==> config.mk <==
export PLATFORM = sky130hd
export DESIGN_NAME = dma_chain_loader
export DESIGN_NICKNAME = d
export VERILOG_FILES = /design/src/rtl/dcl_pkg.sv /design/src/rtl/dcl_word_addr.sv /design/src/rtl/dcl_cfg_store.sv /design/src/rtl/dcl_end_check.sv /design/src/rtl/dma_chain_loader.sv
export SDC_FILE = /design/constraint.sdc
export NUM_CORES = 1
export LEC_CHECK = 0
export BUFFER_PORTS_ARGS = -buffer_cell sky130_fd_sc_hd__buf_2
export CAP_MARGIN = 10
export CORE_MARGIN = 5
export CORE_UTILIZATION = 54
export CTS_BUF_LIST = sky130_fd_sc_hd__clkbuf_16
export CTS_CLUSTER_DIAMETER = 50
export CTS_CLUSTER_SIZE = 16
export DETAILED_ROUTE_END_ITERATION = 6
export PLACE_DENSITY = 0.81
export SYNTH_ARGS = -nofsm -noshare
export SYNTH_HDL_FRONTEND = slang
export SYNTH_SLANG_ARGS = --single-unit
export TNS_END_PERCENT = 10
==> constraint.sdc <==
create_clock -name clk -period 2.95 [get_ports clk]
set_input_delay 0.4425 -clock clk [delete_from_list [all_inputs] [get_ports clk]]
set_output_delay 0.4425 -clock clk [all_outputs]
set_load 0.005 [all_outputs]
==> src/rtl/dcl_pkg.sv <==
package dcl_pkg;
   typedef enum logic [2:0] {
      ST_IDLE  = 3'd0,
      ST_FETCH = 3'd1,
      ST_RUN   = 3'd2,
      ST_NEXT  = 3'd3,
      ST_DONE  = 3'd4
   } ld_state_e;
endpackage

==> src/rtl/dcl_word_addr.sv <==
module dcl_word_addr #(
   parameter int ADDR_W = 32,
   parameter int IDX_W  = 3,
   parameter int STRIDE = 4
) (
   input  logic [ADDR_W-1:0] base,
   input  logic [IDX_W-1:0]  idx,
   output logic [ADDR_W-1:0] addr
);
   localparam bit POW2  = (STRIDE & (STRIDE - 1)) == 0;
   localparam int SHIFT = $clog2(STRIDE);

   generate
      if (POW2) begin : g_shift
         assign addr = base + (ADDR_W'(idx) << SHIFT);
      end else begin : g_mult
         assign addr = base + ADDR_W'(idx) * ADDR_W'(STRIDE);
      end
   endgenerate
endmodule

==> src/rtl/dcl_cfg_store.sv <==
module dcl_cfg_store #(
   parameter int DATA_W = 32,
   parameter int WORDS  = 8,
   parameter int IDX_W  = 3
) (
   input  logic                    clk,
   input  logic                    rst_n,
   input  logic                    wr_en,
   input  logic [IDX_W-1:0]        wr_idx,
   input  logic [DATA_W-1:0]       wr_data,
   output logic [WORDS*DATA_W-1:0] words_flat
);
   logic [DATA_W-1:0] word_q [WORDS];

   generate
      for (genvar w = 0; w < WORDS; w++) begin : g_word
         always_ff @(posedge clk or negedge rst_n) begin
            if (!rst_n)
               word_q[w] <= '0;
            else if (wr_en && wr_idx == IDX_W'(w))
               word_q[w] <= wr_data;
         end
         assign words_flat[w*DATA_W +: DATA_W] = word_q[w];
      end
   endgenerate
endmodule

==> src/rtl/dcl_end_check.sv <==
module dcl_end_check #(
   parameter int ADDR_W     = 32,
   parameter bit HEAD_MATCH = 1'b1
) (
   input  logic              last_flag,
   input  logic [ADDR_W-1:0] next_ptr,
   input  logic [ADDR_W-1:0] head,
   output logic              is_last
);
   generate
      if (HEAD_MATCH) begin : g_with_wrap
         assign is_last = last_flag || (next_ptr == head);
      end else begin : g_flag_only
         logic unused_ok;
         assign unused_ok = ^{next_ptr, head};
         assign is_last   = last_flag;
      end
   endgenerate
endmodule

==> src/rtl/dma_chain_loader.sv <==
module dma_chain_loader #(
   parameter int ADDR_W     = 32,
   parameter int DATA_W     = 32,
   parameter int WORDS      = 8,
   parameter int NEXT_IDX   = WORDS - 1,
   parameter int FLAG_IDX   = WORDS - 2,
   parameter int FLAG_BIT   = 0,
   parameter int STRIDE     = DATA_W / 8,
   parameter bit HEAD_MATCH = 1'b1
) (
   input  logic                    clk,
   input  logic                    rst_n,
   input  logic                    head_wr,
   input  logic [ADDR_W-1:0]       head_wdata,
   input  logic                    start,
   output logic                    busy,
   output logic                    rd_req,
   output logic [ADDR_W-1:0]       rd_addr,
   input  logic                    rd_valid,
   input  logic [DATA_W-1:0]       rd_data,
   output logic                    xfer_start,
   input  logic                    xfer_done,
   output logic [WORDS*DATA_W-1:0] cfg_words,
   output logic                    list_done
);
   import dcl_pkg::*;

   localparam int IDX_W = $clog2(WORDS);

   generate
      if (WORDS < 2) begin : g_err_words
         $error("WORDS must be at least 2");
      end
      if (NEXT_IDX >= WORDS || FLAG_IDX >= WORDS || NEXT_IDX == FLAG_IDX) begin : g_err_idx
         $error("NEXT_IDX and FLAG_IDX must be distinct words of the configuration");
      end
      if (FLAG_BIT >= DATA_W) begin : g_err_bit
         $error("FLAG_BIT outside the data word");
      end
      if (DATA_W < ADDR_W) begin : g_err_width
         $error("a data word must hold a full next pointer");
      end
      if (STRIDE < 1) begin : g_err_stride
         $error("STRIDE must be positive");
      end
   endgenerate

   ld_state_e          st_q;
   logic [ADDR_W-1:0]  head_q;
   logic [ADDR_W-1:0]  ptr_q;
   logic [IDX_W-1:0]   idx_q;
   logic               wait_q;
   logic               launched_q;
   logic               last_word;
   logic               store_en;
   logic               is_last;
   logic [ADDR_W-1:0]  next_ptr;
   logic               last_flag;

   assign last_word = (idx_q == IDX_W'(WORDS - 1));
   assign store_en  = (st_q == ST_FETCH) && wait_q && rd_valid;
   assign next_ptr  = cfg_words[NEXT_IDX*DATA_W +: ADDR_W];
   assign last_flag = cfg_words[FLAG_IDX*DATA_W + FLAG_BIT];

   dcl_word_addr #(.ADDR_W(ADDR_W), .IDX_W(IDX_W), .STRIDE(STRIDE)) u_addr (
      .base (ptr_q),
      .idx  (idx_q),
      .addr (rd_addr)
   );

   dcl_cfg_store #(.DATA_W(DATA_W), .WORDS(WORDS), .IDX_W(IDX_W)) u_store (
      .clk        (clk),
      .rst_n      (rst_n),
      .wr_en      (store_en),
      .wr_idx     (idx_q),
      .wr_data    (rd_data),
      .words_flat (cfg_words)
   );

   dcl_end_check #(.ADDR_W(ADDR_W), .HEAD_MATCH(HEAD_MATCH)) u_end (
      .last_flag (last_flag),
      .next_ptr  (next_ptr),
      .head      (head_q),
      .is_last   (is_last)
   );

   // head register: software view, frozen during a walk
   always_ff @(posedge clk or negedge rst_n) begin
      if (!rst_n)
         head_q <= '0;
      else if (head_wr && st_q == ST_IDLE)
         head_q <= head_wdata;
   end

   always_ff @(posedge clk or negedge rst_n) begin
      if (!rst_n) begin
         st_q       <= ST_IDLE;
         ptr_q      <= '0;
         idx_q      <= '0;
         wait_q     <= 1'b0;
         launched_q <= 1'b0;
      end else begin
         unique case (st_q)
            ST_IDLE: begin
               if (start) begin
                  ptr_q  <= head_wr ? head_wdata : head_q;
                  idx_q  <= '0;
                  wait_q <= 1'b0;
                  st_q   <= ST_FETCH;
               end
            end
            ST_FETCH: begin
               if (!wait_q) begin
                  wait_q <= 1'b1;
               end else if (rd_valid) begin
                  wait_q <= 1'b0;
                  if (last_word) begin
                     launched_q <= 1'b0;
                     st_q       <= ST_RUN;
                  end else begin
                     idx_q <= idx_q + 1'b1;
                  end
               end
            end
            ST_RUN: begin
               if (!launched_q)
                  launched_q <= 1'b1;
               else if (xfer_done)
                  st_q <= ST_NEXT;
            end
            ST_NEXT: begin
               if (is_last) begin
                  st_q <= ST_DONE;
               end else begin
                  ptr_q  <= next_ptr;
                  idx_q  <= '0;
                  wait_q <= 1'b0;
                  st_q   <= ST_FETCH;
               end
            end
            ST_DONE: begin
               ptr_q <= head_q;
               st_q  <= ST_IDLE;
            end
            default: st_q <= ST_IDLE;
         endcase
      end
   end

   assign busy       = (st_q != ST_IDLE);
   assign rd_req     = (st_q == ST_FETCH) && !wait_q;
   assign xfer_start = (st_q == ST_RUN) && !launched_q;
   assign list_done  = (st_q == ST_DONE);
endmodule

# Word level (Yosys, flattened, before mapping)
# Index checks and enable logic that the tools add are counted.
[classes]
n_reduce_logical = 27
mux = 27
eq_ne = 20
n_addsub = 2
[ops]
columns = ["cell", "n"]
rows = [
  ["2-to-1 mux 32 bit", 3],
  ["case mux 32 bit (3 select lines)", 1],
  ["2-to-1 mux 3 bit", 12],
  ["adder 32 x 5 -> 32 bit", 1],
  ["equality test 32 bit", 1],
  ["inequality test 2 bit (second input constant)", 8],
  ["equality test 3 bit (second input constant)", 5],
  ["logical AND 1 bit", 13],
  ["equality test 3 x 2 -> 1 bit (second input constant)", 4],
  ["case mux 3 bit (4 select lines)", 1],
  ["AND reduction 6 bit", 2],
  ["case mux 3 bit (3 select lines)", 1],
  ["nonzero test 3 bit", 3],
  ["2-to-1 mux 1 bit", 7],
  ["equality test 3 x 1 -> 1 bit (second input constant)", 2],
  ["zero test 3 bit", 2],
  ["AND reduction 3 bit", 2],
  ["AND reduction 4 bit", 1],
  ["adder 3 x 1 -> 3 bit (second input constant)", 1],
  ["case mux 1 bit (3 select lines)", 1],
  ["zero test 1 bit", 2],
  ["case mux 1 bit (2 select lines)", 1],
  ["nonzero test 2 bit", 1],
  ["logical OR 1 bit", 1],
]
[totals]
out_inout_bits = 292
elab_cells = 90
inputBits = 70
ff_bits = 328

# Logic depth before layout (Yosys ltp)
# Gate-level depths: netlist (run 1).
[logic_depth]
depth_word = 5
depth_mapped = 9
ltp_nobuf = 8

# Hierarchy
# A second synthesis (run 1) with hierarchy kept.
[hier_totals]
hier_cells = 1034
hier_area_um2 = 14554.0
[by_module_without_submodules]
columns = ["module", "instances", "cells_per_inst", "seq_area_each_um2", "area_each_um2"]
rows = [
  ["dcl_cfg_store", 1, 551, 6406.1, 9613.0],
  ["dma_chain_loader", 1, 350, 1801.7, 3927.5],
  ["dcl_word_addr", 1, 90, 0.0, 663.1],
  ["dcl_end_check", 1, 43, 0.0, 350.3],
]

# Worst setup path after synthesis (run 1)
# Ideal clock, no wire load.
[synth_path]
path_kind = "register to output"
startpoint = "reg idx_q[0]"
endpoint = "out rd_addr[28]"
arrival_time_ns = 2.215
stages_incl_launch_ff = 10
required_time_ns = 2.508
setup_slack_ns = 0.292
path_cell_list = "dfrtp_1 ha_1 inv_1 fa_1 nor2b_1 o2111ai_1 or2_2 clkbuf_1 nor3b_1 xor2_1"
[synth_between]
elab_chain_cells = 1
[synth_rtl]
columns = ["element", "line", "source"]
rows = [
  ["start: declaration", "dma_chain_loader.sv:51", "logic [IDX_W-1:0] idx_q;"],
  ["start signal: assignment", "dma_chain_loader.sv:121", "idx_q <= idx_q + 1'b1;"],
  ["adder 32 x 5 -> 32 bit", "dcl_word_addr.sv:15", "assign addr = base + (ADDR_W'(idx) << SHIFT);"],
  ["end: declaration", "dma_chain_loader.sv:18", "output logic [ADDR_W-1:0] rd_addr,"],
]
# No other way between the ends.

# Final worst setup path (run 1)
# Same ends and word-level chain as after synthesis.

==> impl_metrics.sql, run 1 <==
INSERT INTO impl_metrics (metric_group, metric, value, unit) VALUES
('outcome', 'run_status', 'finished, violations left', ''),
('outcome', 'failed_checks', 'design-rule violations, negative setup slack', ''),
('yosys', 'synthArstFlopShare', '1.000', ''),
('setup_path', 'timing.rr.end', 'ptr_q[17]', ''),
('worst_hold_path', 'timing.hold.worst_path_depth', '2', ''),
('power_and_ir_drop', 'internal-power', '12.85', 'mW'),
('yosys', 'synth_cells', '1087', ''),
('die', 'rows', '60', ''),
('sta', 'timing_hold_violations_final', '0', ''),
('setup_path', 'r2r_cells', '6', ''),
('power_and_ir_drop', 'switching_fraction_of_total_power', '0.3468', ''),
('power_and_ir_drop', 'p_comb_frac', '0.362', ''),
('sta', 'maxSlewHeadroom', '0.1389', ''),
('finish', 'fin_nets', '1517', ''),
('sta', 'min_period_over_period', '1.027', ''),
('die', 'design.core.area', '0.02688', 'mm2'),
('setup_path', 'startpoint_to_endpoint_class_of_the_critical_path', 'reg2out', ''),
('placed_design', 'place.port_buffers', '361', ''),
('route', 'drcViolationCount', '20', ''),
('die', 'die_height', '174.8', 'um'),
('worst_hold_path', 'worstHoldEndpoint', 'head_q[11]', ''),
('global_route', 'global_route_wire_length_before_repair', '69160', 'um'),
('route', 'drt_pre_antenna_iters', '7', ''),
('die', 'chipWidth', '174.8', 'um'),
('yosys', 'ys_types', '48', ''),
('sta', 'slew_viol_final', '0', ''),
('yosys', 'ys_seq_elements', '328', ''),
('run', 'max_cap_violations', '0', ''),
('placed_design', 'place_inst', '1730', ''),
('yosys', 'synth.cells.most_frequent', 'dfrtp_1 (328), mux2_2 (282), xnor2_1 (48)', ''),
('sta', 'post-route-min-period', '3030', 'ps'),
('route', 'detailedRoute.firstIterationViolations', '1179', ''),
('setup_path', 'reg2reg_setup_slack', '120', 'ps'),
('setup_path', 'worstSetupStartpointType', 'flop', ''),
('clocking', 'ctsLongestPathBuffers', '3', ''),
('route', 'routed_wire_length_per_instance', '24.50', 'um'),
('setup_path', 'cp_max_fo', '6', ''),
('power_and_ir_drop', 'net-switching-power', '6.823', 'mW'),
('power_and_ir_drop', 'seqPwrFrac', '0.428', ''),
('sta', 'tightestPinTransition', '1287', 'ps'),
('yosys', 'yosys_warnings', '0', ''),
('die', 'fp.dieArea', '0.03055', 'mm2'),
('finish', 'post_route_cells_drive_above_1_share', '0.5309', ''),
('yosys', 'netlist_top_cells_area', 'dfrtp_1 (56%), mux2_2 (22%), xnor2_1 (2.9%), a222oi_1 (2.2%), a2111oi_0 (1.9%)', ''),
('global_route', 'grt_max_degree', '73', ''),
('worst_hold_path', 'hold_path.startpoint', 'head_wdata[11]', ''),
('clocking', 'clk_latency', '510', 'ps'),
('yosys', 'cell_area_after_synthesis', '0.01467', 'mm2'),
('clocking', 'clock_transition_time_at_the_flip_flop_clock_pins_of_the_worst_setup_and_hold_paths', '70', 'ps'),
('sta', 'number_of_failing_setup_endpoints_in_the_final_timing_report', '3', ''),
('global_route', 'grt_pass1_vias', '11650', ''),
('placed_design', 'dpl.hpwl', '30450', 'um'),
('clocking', 'cts_tree', 'built', ''),
('power_and_ir_drop', 'vdd.ir_drop.worst', '0.0007275', 'V'),
('global_route', 'antenna_found_initial', '5', ''),
('power_and_ir_drop', 'power.clock.fraction', '0.210', ''),
('setup_path', 'endpoint_kind', 'output port', ''),
('sta', 'final_worst_slack', '-80.44', 'ps'),
('yosys', 'synth_top_area_cell', 'dfrtp_1', ''),
('clocking', 'cts.root.buffer_cell', 'clkbuf_16', ''),
('power_and_ir_drop', 'power.leakage', '8.723', 'nW'),
('yosys', 'synth-edff-count', '0', ''),
('yosys', 'synth_most_common_cell', 'dfrtp_1', ''),
('route', 'num_vias', '11110', ''),
('finish', 'finish.utilization', '0.6777', ''),
('power_and_ir_drop', 'powerDensity', '1080', 'mW/mm2'),
('finish', 'nFillCells', '1924', ''),
('finish', 'area_delta_synth_final', '24.19', '%'),
('sta', 'max_clock_freq', '0.3300', 'GHz'),
('setup_path', 'arrival', '2590', 'ps'),
('yosys', 'synth.yosys.seq_area_share', '0.5597', '');
[flip-flops by register name, summed over array words and instances, names as in the netlist]
name / count
head_q: 32
idx_q: 3
launched_q: 1
ptr_q: 32
st_q: 3
u_store.words_flat: 256
wait_q: 1
[kinds of logic (layout without fill, tap and decap cells)]
group / Yosys count / count (layout) / synth area share
muxes: 288 / 288 / 0.2211
adders and majority gates: 10 / 10 / 0.009044
other: 0 / 5 / 0
xor gates and xnor gates: 60 / 60 / 0.03583
buffers and inverters: 98 / 469 / 0.03029
AOI/OAI and AO/OA: 145 / 145 / 0.07525
DFF: 328 / 328 / 0.5597
and+or+nand+nor: 158 / 158 / 0.06877
[layout make-up]
cell class,count,area [um2],share of cell area
diodes,5,12.51,0.0006870
multi-input cells,661,6171,0.3388
flip-flops and latches,328,8217,0.4512
clock inverters,20,145.1,0.007969
inverters,10,37.54,0.002061
repair buffers,402,2277,0.1250
clock buffers,37,925.9,0.05084
well taps,341,426.7,0.02343
[through the flow]
stage	power, mW	cell area [um2]	hold WS (ps)	setup TNS, ps
5_1_grt	20.85	18210	169.9	-1427
4_1_cts	19.72	18120	169.9	-284.6
2_1_floorplan	11.76	14670	146.9	0
6_report	19.68	18210	196.0	-199.1
3_3_place_gp	15.07	16930	437.8	0
3_5_place_dp	15.43	16930	442.7	0
[timing repair]
item                                   CTS  global route
setup endpoints to repair               14            26
pin swaps                                4            14
hold buffers                             1             0
endpoints found under the hold margin   61             0
gates cloned                             0             0
setup buffers                            7             4
resized for setup                       20            15
[power by group through the flow]
stage / Sequential, mW / Combinational [mW] / Clock, mW
final: 8.42 / 7.13 / 4.13
after global routing: 8.69 / 7.76 / 4.40
after CTS: 8.38 / 7.15 / 4.20
after detailed placement: 8.43 / 7.00 / 0
after global placement: 8.26 / 6.81 / 0
after floorplan: 8.09 / 3.68 / 0
[cells in the final DEF, fill, tap and decap left out, drive strengths merged, types with 4 or more instances in the layout]
cell       n
xnor2     48
and4       4
or3b      32
nor3       8
buf      401
mux2     288
diode      5
nor4       4
dfrtp    328
o22ai      4
nand3     10
o21ai     36
clkbuf    37
a222oi    32
nor2      12
nand2     21
a2111oi   32
o211ai    32
clkinv     8
inv       20
ha         9
a21oi      4
and3       8
xor2      12
nand4     43
[worst max path at each step]
stage,startpoint,to
2_1_floorplan,idx_q[0],rd_addr[28]
3_3_place_gp,ptr_q[2],rd_addr[28]
3_5_place_dp,ptr_q[2],rd_addr[26]
4_1_cts,idx_q[0],rd_addr[26]
5_1_grt,idx_q[0],rd_addr[28]
6_report,idx_q[0],rd_addr[28]
[critical path, stage by stage, from the launching register on]
cell and delay (ps):
dfrtp_1 370, ha_2 200, inv_2 40, fa_2 410
nor2b_4 140, o2111ai_2 130, or2_4 300, nor3b_2 210
xor2_1 160, buf_2 130
[per-layer routing]
layer  vias up  track usage  share of wire
li1       4793            -              -
met1      5648       0.3755           0.39
met2       573       0.4578           0.48
met3        93      0.08135          0.096
met4         0       0.1008          0.034
met5         -            0              0
Note: power is estimated with default switching activity, not from simulation.
==> run 2: changes to the inputs <==
clock period = 3.4 ns   (was 2.95 ns; I/O delays follow)
==> impl_metrics.sql, run 2 (same netlist as run 1, synthesis figures left out) <==
INSERT INTO impl_metrics (metric_group, metric, value, unit) VALUES
('route', 'drt_pre_antenna_iters', '7', ''),
('setup_path', 'worst_path_largest_cell_delay', '420', 'ps'),
('setup_path', 'worst_ep_required_time', '2890', 'ps'),
('setup_path', 'cp_max_fo', '6', ''),
('finish', 'most_frequent_standard_cell_in_the_layout_excluding_fill_and_tap_cells', 'buf_2', ''),
('clocking', 'postCtsSetupRepairBufs', '0', ''),
('clocking', 'clk_latency', '530', 'ps'),
('sta', 'slew_viol_final', '0', ''),
('setup_path', 'timing.critical_path.depth', '9', ''),
('placed_design', 'dpl.hpwl', '30040', 'um'),
('finish', 'multi_input_area', '0.006100', 'mm2'),
('finish', 'nFillCells', '1932', ''),
('setup_path', 'endpoint_kind', 'output port', ''),
('die', 'rows', '60', ''),
('die', 'start_util', '0.5457', ''),
('clocking', 'cts_tree', 'built', ''),
('sta', 'timing_hold_violations_final', '0', ''),
('clocking', 'numCtsBuffers', '36', ''),
('sta', 'whs', '14.93', 'ps'),
('die', 'chipWidth', '174.8', 'um'),
('clocking', 'ctsLongestPathBuffers', '3', ''),
('global_route', 'grt_pass1_vias', '11430', ''),
('sta', 'number_of_failing_setup_endpoints_in_the_final_timing_report', '0', ''),
('finish', 'largest_register_ffs', '256', ''),
('setup_path', 'startpoint_to_endpoint_class_of_the_critical_path', 'reg2out', ''),
('route', 'routed_wire_length_per_instance', '24.01', 'um'),
('clocking', 'cts.root.buffer_cell', 'clkbuf_16', ''),
('finish', 'post_route_cells_drive_above_1_share', '0.5210', ''),
('route', 'drcViolationCount', '0', ''),
('setup_path', 'timing.critical_path.buf_inv', '2', ''),
('sta', 'worst_clock_skew', '25.28', 'ps'),
('clocking', 'post_cts_hold_buffer_count', '0', ''),
('finish', 'fin_nets', '1506', ''),
('clocking', 'htreeDepth', '2', ''),
('finish', 'stdcell_count', '1798', ''),
('setup_path', 'arrival', '2740', 'ps'),
('sta', 'tightestPinTransition', '1087', 'ps'),
('sta', 'final_worst_slack', '152.0', 'ps'),
('placed_design', 'place_worst_setup_slack', '460.7', 'ps'),
('finish', 'ff_latch_area', '0.008210', 'mm2'),
('die', 'io_pins', '362', ''),
('setup_path', 'critical_path.top_delay_family', 'simple AND/OR/NAND/NOR gates', ''),
('global_route', 'global_route_wire_length_before_repair', '67440', 'um'),
('setup_path', 'timing.critical_path.slowest_stage_cell', 'fa_1', ''),
('setup_path', 'reg2reg_setup_slack', '600', 'ps'),
('setup_path', 'worstReg2RegStart', 'st_q[2]', ''),
('sta', 'min_period_over_period', '0.9553', ''),
('worst_hold_path', 'kind_of_path_behind_the_tightest_hold_check', 'in2async', ''),
('setup_path', 'r2r_cells', '6', ''),
('global_route', 'grt_max_degree', '99', ''),
('clocking', 'clkSinkCount', '328', ''),
('die', 'design.core.area', '0.02688', 'mm2'),
('setup_path', 'critical_path.startpoint', 'ptr_q[2]', ''),
('die', 'die_height', '174.8', 'um'),
('route', 'detailedRoute.firstIterationViolations', '948', ''),
('setup_path', 'critical_path.cell_chain', 'ha_1, inv_1, fa_1, nor2b_2, o2111ai_2, or2_4, nor3b_2, xor2_1, buf_2', ''),
('setup_path', 'timing.rr.end', 'ptr_q[26]', ''),
('placed_design', 'finalWeightedCongestion', '0.8901', ''),
('route', 'antenna_violating_nets_post_route', '0', ''),
('route', 'drt_wl_total', '43170', 'um'),
('setup_path', 'worstSetupStartpointType', 'flop', ''),
('power_and_ir_drop', 'vdd.ir_drop.worst', '0.0008740', 'V'),
('placed_design', 'place_inst', '1729', ''),
('sta', 'max_clock_freq', '0.3079', 'GHz'),
('global_route', 'antenna_found_initial', '6', ''),
('outcome', 'run_status', 'complete, no violations', ''),
('finish', 'area_delta_synth_final', '24.05', '%'),
('run', 'max_cap_violations', '0', ''),
('sta', 'maxSlewHeadroom', '0.2752', ''),
('power_and_ir_drop', 'power.leakage', '8.681', 'nW'),
('clocking', 'clock_transition_time_at_the_flip_flop_clock_pins_of_the_worst_setup_and_hold_paths', '60', 'ps'),
('sta', 'post-route-min-period', '3248', 'ps'),
('sta', 'fin_setup_tns', '0', 'ps'),
('die', 'fp.dieArea', '0.03055', 'mm2'),
('route', 'vias_per_cell', '6.125', ''),
('finish', 'most-common-layout-cells', 'buf_2 (360), dfrtp_1 (326), mux2_2 (282), xnor2_1 (48), nand4_1 (43)', ''),
('setup_path', 'worstSetupEndpoint', 'rd_addr[28]', ''),
('route', 'num_vias', '11010', ''),
('placed_design', 'place.port_buffers', '361', ''),
('global_route', 'global_route.overflow_total', '0', ''),
('power_and_ir_drop', 'powerDensity', '957.1', 'mW/mm2'),
('global_route', 'global_route.usage.total', '0.2795', '');
## run 2: cell types whose count changed in the layout (fill, tap and decap cells not counted), moves of 2 or more
cell / change
buf_4: -10
a2111oi_0: +7
a2111oi_1: -7
bufinv_16: +5
dfrtp_1: +5
dfrtp_2: -5
inv_1: -3
nor3_1: +3
buf_12: -2
inv_6: +2
nor2_1: +2
nor2_2: -2
nor3_2: -2
nor4_4: -2
## run 2: area by class of cell
class / instances / share of cell area
Sequential cell: 328 / 0.4513
Multi-Input combinational cell: 661 / 0.3353
Timing Repair Buffer: 389 / 0.1183
Clock buffer: 37 / 0.05089
Tap cell: 341 / 0.02345
Clock inverter: 26 / 0.01788
Inverter: 10 / 0.002063
Antenna cell: 6 / 0.0008253
## run 2: how the worst min path moves through the flow
stage	end	cells past startpoint	slack, ps
floorplan	head_q[0]	0	210
global placement	u_store.words_flat[94]	1	460
detailed placement	u_store.words_flat[93]	1	470
CTS	u_store.words_flat[143]	1	50
global route	u_store.words_flat[143]	1	70
finish	u_store.words_flat[143]	1	10
## run 2: metrics by stage
stage	instance area, um2	util	power [mW]
6_report	18190	0.6769	17.41
5_1_grt	18190	0.6769	18.43
4_1_cts	18150	0.6753	17.50
3_5_place_dp	16900	0.6286	13.31
3_3_place_gp	16900	0.6286	12.98
2_1_floorplan	14670	-	10.21
## run 2: timing repair
item	4_1_cts	5_1_grt
gates cloned	0	0
setup endpoints to repair	3	6
resized for setup	2	6
endpoints found under the hold margin	0	0
## run 2: power breakdown
group	switching, mW	internal [mW]
registers	1.53	5.75
clock network	1.69	2.42
logic	2.70	3.32
## run 2: routing by layer
metal  global-route usage  up-vias  share of wire
li1                     -     4771              -
met1               0.3670     5640           0.39
met2               0.4488      502           0.48
met3              0.07421       99          0.087
met4               0.1067        0          0.038
met5             0.004808        -              0
## run 2: worst reg2reg max path, cell delays in order, from the launching register on
cell and delay (ps):
dfrtp_1 490, nand3b_2 290, a21o_1 510, buf_4 330
a222oi_1 480, a2111oi_0 140, or3b_1 430
